===== src/rtl/dig_pkg.sv =====
package dig_pkg;
  localparam int unsigned IW  = 32;
  localparam int unsigned PW  = 2 * IW;
  localparam int unsigned RW  = 5;
  localparam int unsigned OPW = 6;
  localparam int unsigned OP_LSB = IW - OPW;
  localparam int unsigned RS_LSB = OP_LSB - RW;
  localparam int unsigned RT_LSB = RS_LSB - RW;
  localparam int unsigned RD_LSB = RT_LSB - RW;

  typedef struct packed {
    logic          role_ok;
    logic          wr_en;
    logic [RW-1:0] wr_reg;
    logic          ra_en;
    logic [RW-1:0] ra;
    logic          rb_en;
    logic [RW-1:0] rb;
  } slot_info_t;
endpackage


===== src/rtl/slot_decode.sv =====
module slot_decode
  import dig_pkg::*;
#(
  parameter int unsigned SLOT = 0
) (
  input  logic [IW-1:0] word,
  output slot_info_t    info
);
  logic [OPW-1:0] op;
  logic [RW-1:0]  f_rs, f_rt, f_rd;
  logic           is_nop, is_mem, is_store, is_rtype, is_branch;

  always_comb begin
    op        = word[IW-1:OP_LSB];
    f_rs      = word[OP_LSB-1:RS_LSB];
    f_rt      = word[RS_LSB-1:RT_LSB];
    f_rd      = word[RT_LSB-1:RD_LSB];
    is_nop    = (word == '0);
    is_mem    = (op[OPW-1:OPW-2] == 2'b10);
    is_store  = is_mem & op[OPW-3];
    is_rtype  = (op == '0);
    is_branch = (op[OPW-1:1] == 5'b00010);
  end

  always_comb begin
    info.ra    = f_rs;
    info.rb    = f_rt;
    info.ra_en = 1'b1;
    info.rb_en = is_rtype | is_branch | is_store;
    info.wr_en = ~(is_branch | is_store);
    info.wr_reg = is_rtype ? f_rd : f_rt;
  end

  generate
    if (SLOT == 0) begin : g_alu_slot
      logic unused_nop;
      assign unused_nop   = is_nop;
      assign info.role_ok = ~is_mem;
    end else begin : g_mem_slot
      assign info.role_ok = is_mem | is_nop;
    end
  endgenerate
endmodule


===== src/rtl/hazard_unit.sv =====
module hazard_unit
  import dig_pkg::*;
(
  input  slot_info_t    info0,
  input  slot_info_t    info1,
  input  logic          phase,
  input  logic [RW-1:0] ex_dst,
  input  logic          ex_is_load,
  output logic          role_err,
  output logic          pair_dep,
  output logic          ld_use
);
  function automatic logic reads_reg(input slot_info_t s, input logic [RW-1:0] r);
    return (r != '0) && ((s.ra_en && s.ra == r) || (s.rb_en && s.rb == r));
  endfunction

  logic hit0, hit1;
  logic unused_s1;

  assign unused_s1 = ^{info1.wr_en, info1.wr_reg};

  always_comb begin
    role_err = ~info0.role_ok | ~info1.role_ok;
    pair_dep = info0.wr_en && reads_reg(info1, info0.wr_reg);
    hit0     = ex_is_load && reads_reg(info0, ex_dst);
    hit1     = ex_is_load && reads_reg(info1, ex_dst);
    ld_use   = hit1 | (hit0 & ~phase);
  end
endmodule


===== src/rtl/issue_ctrl.sv =====
module issue_ctrl
  import dig_pkg::*;
(
  input  logic          clk,
  input  logic          rst_n,
  input  logic [PW-1:0] pkt_in,
  input  logic          pkt_vld,
  input  logic          role_err,
  input  logic          pair_dep,
  input  logic          ld_use,
  output logic [PW-1:0] pkt_q,
  output logic          phase_q,
  output logic          issue_alu,
  output logic          issue_mem,
  output logic          stall,
  output logic          slot_err,
  output logic          fetch_en
);
  logic vld_q;
  logic phase_d;

  always_comb begin
    issue_alu = 1'b0;
    issue_mem = 1'b0;
    stall     = 1'b0;
    slot_err  = 1'b0;
    phase_d   = phase_q;
    if (vld_q) begin
      if (role_err && !phase_q) begin
        slot_err = 1'b1;
      end else if (ld_use) begin
        stall = 1'b1;
      end else if (phase_q) begin
        issue_mem = 1'b1;
        phase_d   = 1'b0;
      end else if (pair_dep) begin
        issue_alu = 1'b1;
        stall     = 1'b1;
        phase_d   = 1'b1;
      end else begin
        issue_alu = 1'b1;
        issue_mem = 1'b1;
      end
    end
    fetch_en = ~stall;
  end

  always_ff @(posedge clk or negedge rst_n) begin
    if (!rst_n) begin
      vld_q   <= 1'b0;
      phase_q <= 1'b0;
    end else begin
      phase_q <= phase_d;
      if (fetch_en) vld_q <= pkt_vld;
    end
  end

  always_ff @(posedge clk) begin
    if (fetch_en) pkt_q <= pkt_in;
  end
endmodule


===== src/rtl/dual_issue_gate.sv =====
module dual_issue_gate
  import dig_pkg::*;
(
  input  logic          clk,
  input  logic          rst_n,
  input  logic [PW-1:0] pkt_in,
  input  logic          pkt_vld,
  input  logic [RW-1:0] ex_dst,
  input  logic          ex_is_load,
  output logic          issue_alu,
  output logic          issue_mem,
  output logic          stall,
  output logic          slot_err,
  output logic          fetch_en
);
  logic [PW-1:0] pkt_q;
  logic          phase_q;
  slot_info_t    info [2];
  logic          role_err, pair_dep, ld_use;

  generate
    for (genvar s = 0; s < 2; s++) begin : g_slot
      slot_decode #(.SLOT(s)) u_dec (
        .word (pkt_q[s*IW +: IW]),
        .info (info[s])
      );
    end
  endgenerate

  hazard_unit u_haz (
    .info0      (info[0]),
    .info1      (info[1]),
    .phase      (phase_q),
    .ex_dst     (ex_dst),
    .ex_is_load (ex_is_load),
    .role_err   (role_err),
    .pair_dep   (pair_dep),
    .ld_use     (ld_use)
  );

  issue_ctrl u_ctl (
    .clk       (clk),
    .rst_n     (rst_n),
    .pkt_in    (pkt_in),
    .pkt_vld   (pkt_vld),
    .role_err  (role_err),
    .pair_dep  (pair_dep),
    .ld_use    (ld_use),
    .pkt_q     (pkt_q),
    .phase_q   (phase_q),
    .issue_alu (issue_alu),
    .issue_mem (issue_mem),
    .stall     (stall),
    .slot_err  (slot_err),
    .fetch_en  (fetch_en)
  );
endmodule


===== config.mk =====
export PLATFORM = sky130hd
export DESIGN_NAME = dual_issue_gate
export DESIGN_NICKNAME = d
export VERILOG_FILES = /design/src/rtl/dig_pkg.sv /design/src/rtl/slot_decode.sv /design/src/rtl/hazard_unit.sv /design/src/rtl/issue_ctrl.sv /design/src/rtl/dual_issue_gate.sv
export SDC_FILE = /design/constraint.sdc
export NUM_CORES = 1
export LEC_CHECK = 0
export BUFFER_PORTS_ARGS = -buffer_cell sky130_fd_sc_hd__buf_4
export CORE_UTILIZATION = 35
export DETAILED_ROUTE_END_ITERATION = 10
export MAX_ROUTING_LAYER = met4
export PLACE_DENSITY = 0.67
export SYNTH_ARGS = -nofsm -noshare
export SYNTH_HDL_FRONTEND = slang
export SYNTH_SLANG_ARGS = --single-unit

===== constraint.sdc =====
create_clock -name clk -period 3.01 [get_ports clk]
set_input_delay 0.301 -clock clk [delete_from_list [all_inputs] [get_ports clk]]
set_output_delay 0.301 -clock clk [all_outputs]
set_load 0.01 [all_outputs]

==> results.ini, run 1 <==
[floorplanning]
core_area_mm2 = 0.00691
ios = 78
dieHeight_um = 87.2
initial_core_util = 0.368
rows = 30
die_x_um = 87.2
dieArea_mm2 = 0.00760

[timing]
rsz0062_at_grt = false
fmaxAchievable_mhz = 355
finalSetupTns_ps = 0
finalHoldViolCount = 0
tightest_slew_ps = 421
skew_ps = 5.09
setup_viol = 0
maxSlewHeadroom = 0.717
period_needed_ps = 2810
fin_ws_ps = 196
drv_slew = 0
period_share = 0.935

[setup_path]
critical_path_class = flip-flop to output pin
cp_max_fo = 6
cp_data_arrival_time_ps = 2510
worstPathRequired_ps = 2710
start_kind = flip-flop
end_kind = output pin

[cts]
hold_buffers = 1
cts_tree = done
path_clk_slew_ps = 90
insertion_delay_ps = 310
cts_inserted_buffers = 5
root_buffer = clkbuf_8
clockBufferDepth = 2
cts_resized = 0
h-tree-depth = 2
postCtsSetupRepairBufs = 0
cts.sinks = 55

[logic_synthesis]
yosys_register_bits = 55
ys_seq_area_frac = 0.646
synth_compound_area_frac = 0.0818
ys_types = 43
syn_nets = 255
synth_top_area_share = 0.627
synth_top_family_by_area = simple AND/OR/NAND/NOR gates
synth_area_leaders = edfxtp_1, xor2_1, xnor2_1
synth_top_flop_cell = edfxtp_1
synth_area_mm2 = 0.00254
synthAdderAreaFrac = 0
synth-edff-count = 53
syn_area_per_cell_um2 = 14.0
synth_xor_area_frac = 0.110
synth_mux_area_frac = 0.00837
synth_cells = 182
synthSimpleGateAreaFrac = 0.134
yosysWarningCount = 0
yosys.area.top_type = edfxtp_1
async_reset_ff_frac = 0.0364

[flow_run]
drv_cap = 0

[layout]
seq_area_mm2 = 0.00164
layout-drive-gt1-share = 0.336
final_cell_mix = buf_4, edfxtp_1, xor2_1, xnor2_1, nor4_1
diodes = 0
mostFrequentLayoutCell = buf_4
syn_to_final_growth_pct = 28.1
multi_input_area_um2 = 851
fill_cells = 656
fin_nets = 325

[placed_design]
gp_congestion = 0.823
place_ws_ps = 470
io_buffers = 66
hpwl_mm = 4.01

[detailed_routing]
avgViaCountPerCell = 4.80
route.met2.wl_mm = 2.62
first_pass_iters = 4
drtIter0Drc = 80
wirelength_mm = 5.38
ant_nets = 0
dr.max_layer_used = met4
wl_met1_mm = 2.41
wl_per_cell_um = 15.4
vias = 1675
drc = 0
dr_wl_met3_um = 249

[power]
total_power_mw = 1.49
vdd_drop_max_uv = 194
p_leak_nw = 1.25
power_density_mw_per_mm2 = 457
sequentialPowerShare = 0.622
pwr-share-comb = 0.113
power.internal_mw = 1.15
power.switching_uw = 336
switching_share = 0.226
p_clk_frac = 0.265

[global_routing]
grt_pass1_wl_mm = 8.40
grt-ovfl-total = 0
grt_max_degree = 54
antenna_found_initial = 0
grt_pass1_vias = 1736
grtUsageTotal = 0.155

[outcome]
outcome = finished, final reports clean

[worst_hold_path]
min_path_type = input port to flip-flop

## synthesized netlist by cell type (all sizes together), types with 2 or more instances
master	count
nand2	5
nor2b	4
a211oi	2
a2111oi	2
inv	8
xnor2	15
nor2	5
nor4	10
edfxtp	53
nand4	5
nand3	5
nor3	6
dfrtp	2
or3	2
or4	4
a21o	2
clkbuf	5
xor2	17
a21oi	5
o21ai	7
nand2b	2
## power groups by stage
stage	clock (mW)	combinational [mW]	sequential, mW
after detailed placement	0	0.167	0.942
after global placement	0	0.164	0.940
after global routing	0.437	0.184	0.930
after CTS	0.409	0.169	0.925
final	0.394	0.168	0.924
after floorplan	0	0.0898	0.927
## through the flow
| step | util | hold slack [ps] | instance area, µm² | std cells |
|---|---|---|---|---|
| floorplan | - | 5.41 | 2540 | 182 |
| global placement | 0.457 | 86.2 | 3160 | 340 |
| detailed placement | 0.457 | 86.0 | 3160 | 340 |
| CTS | 0.471 | 149 | 3250 | 349 |
| global route | 0.471 | 143 | 3250 | 349 |
| finish | 0.471 | 157 | 3250 | 349 |
## layer usage
| layer | vias up | GRT usage |
|---|---|---|
| met2 | 52 | 0.253 |
| li1 | 834 | - |
| met3 | 6 | 0.0322 |
| met1 | 783 | 0.191 |
| met5 | - | - |
| met4 | 0 | 0.0581 |
## flip-flops by register name, indices dropped and copies added (netlist names)
signal and cells:
u_ctl.pkt_q 53, u_ctl.phase_q 1, u_ctl.vld_q 1
## worst paths after layout
| kind | endpoint | start | cells past startpoint | slack [ps] |
|---|---|---|---|---|
| setup / recovery | fetch_en | u_ctl.pkt_q[30]$_DFFE_PN_ | 7 | 200 |
| hold / removal | u_ctl.pkt_q[41]$_DFFE_PN_ | pkt_in[41] | 1 | 160 |
| setup reg to reg | u_ctl.pkt_q[50]$_DFFE_PN_ | u_ctl.pkt_q[12]$_DFFE_PN_ | 7 | 370 |
| hold reg to reg | u_ctl.phase_q$_DFFE_PN0P_ | u_ctl.phase_q$_DFFE_PN0P_ | 1 | 690 |
| max in group asynchronous | u_ctl.phase_q$_DFFE_PN0P_ | rst_n | 2 | 2620 |
| min in group asynchronous | u_ctl.vld_q$_DFFE_PN0N_ | rst_n | 2 | 300 |
## cells by family after synthesis
kind of cell / after synthesis
buf+inv: 13
compound gates: 28
simple gates: 52
flops: 55
mux: 2
xor+xnor: 32
## layout make-up
| type | count | share of cell area |
|---|---|---|
| repair buffers | 68 | 0.162 |
| flip-flops and latches | 55 | 0.505 |
| clock buffers | 6 | 0.0223 |
| clock inverters | 2 | 0.00385 |
| multi-input cells | 114 | 0.262 |
| well taps | 96 | 0.0369 |
| inverters | 8 | 0.00923 |
## worst max-delay path: stages, from the launching register on
cell and delay (ps):
edfxtp_1 490, nor3_2 290, a211oi_2 120, or4_4 520
a211oi_2 220, a41oi_2 200, a21o_1 220, buf_4 140
No activity file was read; power rests on OpenSTA's default activity.
==> run 2: changes to the inputs <==
--- a/config.mk
+++ b/config.mk
@@ -9,7 +9,8 @@
 export CORE_UTILIZATION = 35
 export DETAILED_ROUTE_END_ITERATION = 10
 export MAX_ROUTING_LAYER = met4
-export PLACE_DENSITY = 0.67
+export PLACE_DENSITY = 0.65
+export SKIP_LAST_GASP = 1
 export SYNTH_ARGS = -nofsm -noshare
 export SYNTH_HDL_FRONTEND = slang
 export SYNTH_SLANG_ARGS = --single-unit
==> constraint.sdc (replaced) <==
create_clock -name clk -period 2.8 [get_ports clk]
set_input_delay 0.28 -clock clk [delete_from_list [all_inputs] [get_ports clk]]
set_output_delay 0.28 -clock clk [all_outputs]
set_load 0.01 [all_outputs]
==> run 2 against run 1 <==
  * First-iteration DRC count is the same
  * Clock skew grew 1.5 ps
  * Clock power grew 11%
  * Core utilization grew 1.1 points
  * Via count grew 2.4%
  * Non-clock buffer count grew 6
  * Critical path depth is the same
  * Highest routed layer unchanged
==> results.ini, run 2 (same netlist as run 1, synthesis figures left out) <==
[timing]
period_needed_ps = 2710
fin_ws_ps = 90.4
skew_ps = 6.54
tightest_slew_ps = 356
finalHoldViolCount = 0
fmaxAchievable_mhz = 369
whs_ps = 138
rsz0062_at_grt = true
drv_slew = 0
finalSetupTns_ps = 0
period_share = 0.968
setup_viol = 0
maxSlewHeadroom = 0.756

[global_routing]
grt_max_degree = 54
grt_pass1_vias = 1562
grtUsageTotal = 0.146
grt-ovfl-total = 0
grt_pass1_wl_mm = 7.87
antenna_found_initial = 0

[placed_design]
hpwl_mm = 3.93
postPlaceCellArea_mm2 = 0.00317
io_buffers = 66
gp_congestion = 0.835
dp.cells = 342
place_ws_ps = 256

[detailed_routing]
drtIter0Drc = 80
vias = 1715
avgViaCountPerCell = 4.83
drc = 0
ant_nets = 0
first_pass_iters = 4
wl_per_cell_um = 14.8
wirelength_mm = 5.25

[cts]
cts.sinks = 55
h-tree-depth = 2
cts_inserted_buffers = 5
path_clk_slew_ps = 100
clockBufferDepth = 2
root_buffer = clkbuf_8
cts_tree = done
insertion_delay_ps = 310

[setup_path]
max_stage_delay_ps = 530
cp_max_fo = 4
cp-startpoint = u_ctl.pkt_q[29]$_DFFE_PN_
crit_slowest_cell = or4_4
cp_data_arrival_time_ps = 2430
cp-endpoint = fetch_en
start_kind = flip-flop
timing.rr.start = u_ctl.pkt_q[12]$_DFFE_PN_
end_kind = output pin
critical_path_class = flip-flop to output pin
r2r_cells = 7
reg2reg_to = u_ctl.pkt_q[14]$_DFFE_PN_
crit_path_cell_trace = nor3_4 > a211oi_2 > or4_4 > nor4_4 > a41oi_2 > a21o_1 > buf_4
worstPathRequired_ps = 2520
regToRegSetupSlack_ps = 220

[floorplanning]
core_area_mm2 = 0.00691
dieArea_mm2 = 0.00760
dieHeight_um = 87.2
initial_core_util = 0.368
ios = 78
die_x_um = 87.2
rows = 30

[layout]
reg.largest.list = u_ctl.pkt_q (53), u_ctl.phase_q (1), u_ctl.vld_q (1)
largest_reg_flops = 53
fin_area_mm2 = 0.00333
mostFrequentLayoutCell = buf_4
fill_cells = 652
layout-drive-gt1-share = 0.371
fin_nets = 331
syn_to_final_growth_pct = 31.1
finalNonFillerCells = 355
final_cell_mix = buf_4, edfxtp_1, xor2_1, xnor2_1
diodes = 0
top_register = u_ctl.pkt_q

[flow_run]
drv_cap = 0

[power]
p_leak_nw = 1.29
vdd_drop_max_uv = 269
power_density_mw_per_mm2 = 488

[outcome]
outcome = finished, final reports clean

[worst_hold_path]
min_path_type = input port to flip-flop

-- run 2: final cells by class --
class                           instances  area [µm²]  area share
Sequential cell                        55        1640       0.493
Clock buffer                            5        68.8      0.0207
Multi-Input combinational cell        114         881       0.264
Timing Repair Buffer                   74         571       0.171
Clock inverter                          3        18.8     0.00563
Inverter                                8        30.0     0.00902
Tap cell                               96         120      0.0361
-- run 2: per-layer routing --
layer  GRT usage  vias to the layer above  routed length, µm
li1            -                      844                  -
met4      0.0477                        0                 56
met3      0.0246                        6                255
met1       0.197                      816               2400
met5           -                        -                  0
met2       0.227                       49               2530
-- run 2: what timing repair did --
| action | 4_1_cts | 5_1_grt |
|---|---|---|
| hold buffers | 1 | 0 |
| setup endpoints to repair | 0 | 57 |
| gates resized for setup | 0 | 6 |
| endpoints found under the hold margin | 2 | 0 |
| setup buffers | 0 | 4 |
-- run 2: worst max-delay path: cells and delay by family (launching register included) --
kind / cells / cell delay [ps]
simple gates: 3 / 1100
buf+inv: 1 / 140
flops: 1 / 460
compound gates: 3 / 430
-- run 2: worst min path at each step --
stage,end,slack (ps),from,cells after the start
3_5_place_dp,u_ctl.phase_q$_DFFE_PN0P_,70,rst_n,1
4_1_cts,u_ctl.pkt_q[31]$_DFFE_PN_,130,pkt_in[31],1
6_report,u_ctl.pkt_q[21]$_DFFE_PN_,140,pkt_in[21],1
5_1_grt,u_ctl.pkt_q[50]$_DFFE_PN_,120,pkt_in[50],1
3_3_place_gp,u_ctl.phase_q$_DFFE_PN0P_,70,rst_n,1
2_1_floorplan,u_ctl.phase_q$_DFFE_PN0P_,-20,rst_n,0
-- run 2: power by group --
group,internal (mW),switching [mW],total (mW)
Combinational,0.119,0.0744,0.193
Sequential,0.949,0.0441,0.993
Clock,0.177,0.261,0.437
Total,1.24,0.379,1.62
-- run 2: per-stage QoR --
| stage | utilization | power, mW |
|---|---|---|
| 3_5_place_dp | 0.459 | 1.19 |
| 4_1_cts | 0.474 | 1.63 |
| 3_3_place_gp | 0.459 | 1.19 |
| 5_1_grt | 0.482 | 1.69 |
| 2_1_floorplan | - | 1.09 |
| 6_report | 0.482 | 1.62 |
==> run 3: changes to the inputs <==
--- a/config.mk
+++ b/config.mk
@@ -9,8 +9,9 @@
 export CORE_UTILIZATION = 35
 export DETAILED_ROUTE_END_ITERATION = 10
 export MAX_ROUTING_LAYER = met4
-export PLACE_DENSITY = 0.65
+export PLACE_DENSITY = 0.6
 export SKIP_LAST_GASP = 1
 export SYNTH_ARGS = -nofsm -noshare
 export SYNTH_HDL_FRONTEND = slang
+export SYNTH_HIERARCHICAL = 1
 export SYNTH_SLANG_ARGS = --single-unit
==> run 3 against run 2 <==
  * The flow now finishes with violations (negative setup slack)
  * First-iteration DRC count is 28% lower
  * Via count is 9.3% lower
  * Maximum frequency is 12% lower
  * Core utilization is 0.78 points higher
  * Clock-buffer cell count stayed put
  * Die area is 0.34% higher
  * Highest routed layer unchanged
  * Power is 3.3% lower
  * Global-route usage is 0.73 points lower
  * Sequential share of layout area is 0.78 points lower
  * Non-clock buffer count is 11 higher
  * Combinational power is 9.8% lower
  * Design area is 1.6% higher
==> results.ini, run 3 <==
[detailed_routing]
avgViaCountPerCell = 4.55
ant_nets = 0
drtIter0Drc = 58
drc = 0
first_pass_iters = 4
vias = 1556
wl_per_cell_um = 14.2
wirelength_mm = 4.86

[floorplanning]
dieArea_mm2 = 0.00763
rows = 30
core_area_mm2 = 0.00691
ios = 78
initial_core_util = 0.369
dieHeight_um = 87.3
die_x_um = 87.3

[power]
p_leak_nw = 1.39
total_power_mw = 1.57
power_density_mw_per_mm2 = 464
vdd_drop_max_uv = 349

[global_routing]
use_met3 = 0.0303
busiest_layer = met2
grt-ovfl-total = 0
grt_pass1_wl_mm = 7.56
grtUsageTotal = 0.139
grt_max_degree = 21
gr-usage-met1 = 0.166
grt_pass1_vias = 1589
global_route.usage.met2 = 0.234
antenna_found_initial = 0

[setup_path]
regToRegSetupSlack_ps = -130
worstPathRequired_ps = 2520
start_kind = flip-flop
critical_path_class = flip-flop to output pin
cp_max_fo = 5
end_kind = output pin
cp_data_arrival_time_ps = 2800

[placed_design]
postPlaceCellArea_mm2 = 0.00306
hpwl_mm = 3.50
place_ws_ps = -61.4
gp_congestion = 0.739
io_buffers = 66

[cts]
cts.sinks = 55
cts_inserted_buffers = 5
h-tree-depth = 2
clockBufferDepth = 2
root_buffer = clkbuf_8
cts_tree = done
path_clk_slew_ps = 90
insertion_delay_ps = 300

[outcome]
violations = negative setup slack
outcome = finished with violations

[layout]
syn_to_final_growth_pct = 32.8
reg.largest.list = u_ctl/pkt_q (53), u_ctl/phase_q (1), u_ctl/vld_q (1)
fin_area_mm2 = 0.00338
largest_reg_flops = 53
diodes = 0
fin_util = 0.490
final_cell_mix = buf_4, edfxtp_1, xor2_1, nor4_1
layout-drive-gt1-share = 0.443
fin_nets = 318
top_register = u_ctl/pkt_q
mostFrequentLayoutCell = buf_4

[timing]
whs_ps = 147
skew_ps = 4.03
setup_viol = 50
fin_ws_ps = -280
drv_slew = 0
period_share = 1.10
fmaxAchievable_mhz = 325
finalHoldViolCount = 0
rsz0062_at_grt = true
period_needed_ps = 3080

[flow_run]
drv_cap = 0

[logic_synthesis]
synth_cells = 180
syn_nets = 253
yosysWarningCount = 6
syn_area_per_cell_um2 = 14.2
synth_area_mm2 = 0.00255

[worst_hold_path]
min_path_type = input port to flip-flop

==> run 3: through the flow <==
stage | std cells | TNS [ps]
floorplan | 180 | -24660
global placement | 322 | -2890
detailed placement | 322 | -3270
CTS | 335 | -4510
global route | 342 | -12210
finish | 342 | -6280
==> run 3: repair_timing <==
item | 4_1_cts | 5_1_grt
buffers inserted | 2 | 5
gates resized for setup | 6 | 7
endpoints found under the setup margin | 56 | 57
hold buffers | 1 | 0
gates cloned | 2 | 2
endpoints found under the hold margin | 2 | 0
pin swaps | 1 | 5
==> run 3: final timing paths <==
path / start / endpoint / cells after the start
worst max-delay path: u_ctl/pkt_q[29]$_DFFE_PN_ / stall / 12
worst min-delay path: pkt_in[56] / u_ctl/pkt_q[56]$_DFFE_PN_ / 1
worst max register to register: u_ctl/pkt_q[29]$_DFFE_PN_ / u_ctl/pkt_q[54]$_DFFE_PN_ / 12
worst min register to register: u_ctl/vld_q$_DFFE_PN0N_ / u_ctl/vld_q$_DFFE_PN0N_ / 2
max in group asynchronous: rst_n / u_ctl/vld_q$_DFFE_PN0N_ / 2
min in group asynchronous: rst_n / u_ctl/phase_q$_DFFE_PN0P_ / 2
==> run 3: critical path, stage by stage, from the launching register on <==
cell and delay, ps:
edfxtp_1 440, nor3_4 260, nand2_4 110, mux2_4 340, buf_4 140, xor2_1 160
nor4_2 200, nand3_1 140, a21oi_2 180, nor2b_4 200, o221ai_2 130, inv_1 70
buf_4 110
==> run 3: area by class of cell <==
type / count / area (µm²)
fill: 634 / 3520
tap: 96 / 120
inverter: 4 / 15.0
clock buffer: 5 / 68.8
sequential: 55 / 1640
clock inverter: 3 / 20.0
multi-input combinational: 94 / 763
timing repair buffer: 85 / 756
==> run 3: where the power goes <==
| part | internal [mW] | switching (mW) | total [mW] |
|---|---|---|---|
| registers | 0.946 | 0.0286 | 0.975 |
| logic | 0.109 | 0.0652 | 0.174 |
| clock network | 0.175 | 0.247 | 0.422 |
==> run 3: routing by layer <==
layer,up-vias,part of all wire
met1,733,0.42
met3,4,0.063
met4,0,0.0086
li1,761,-
met5,-,0
met2,58,0.50
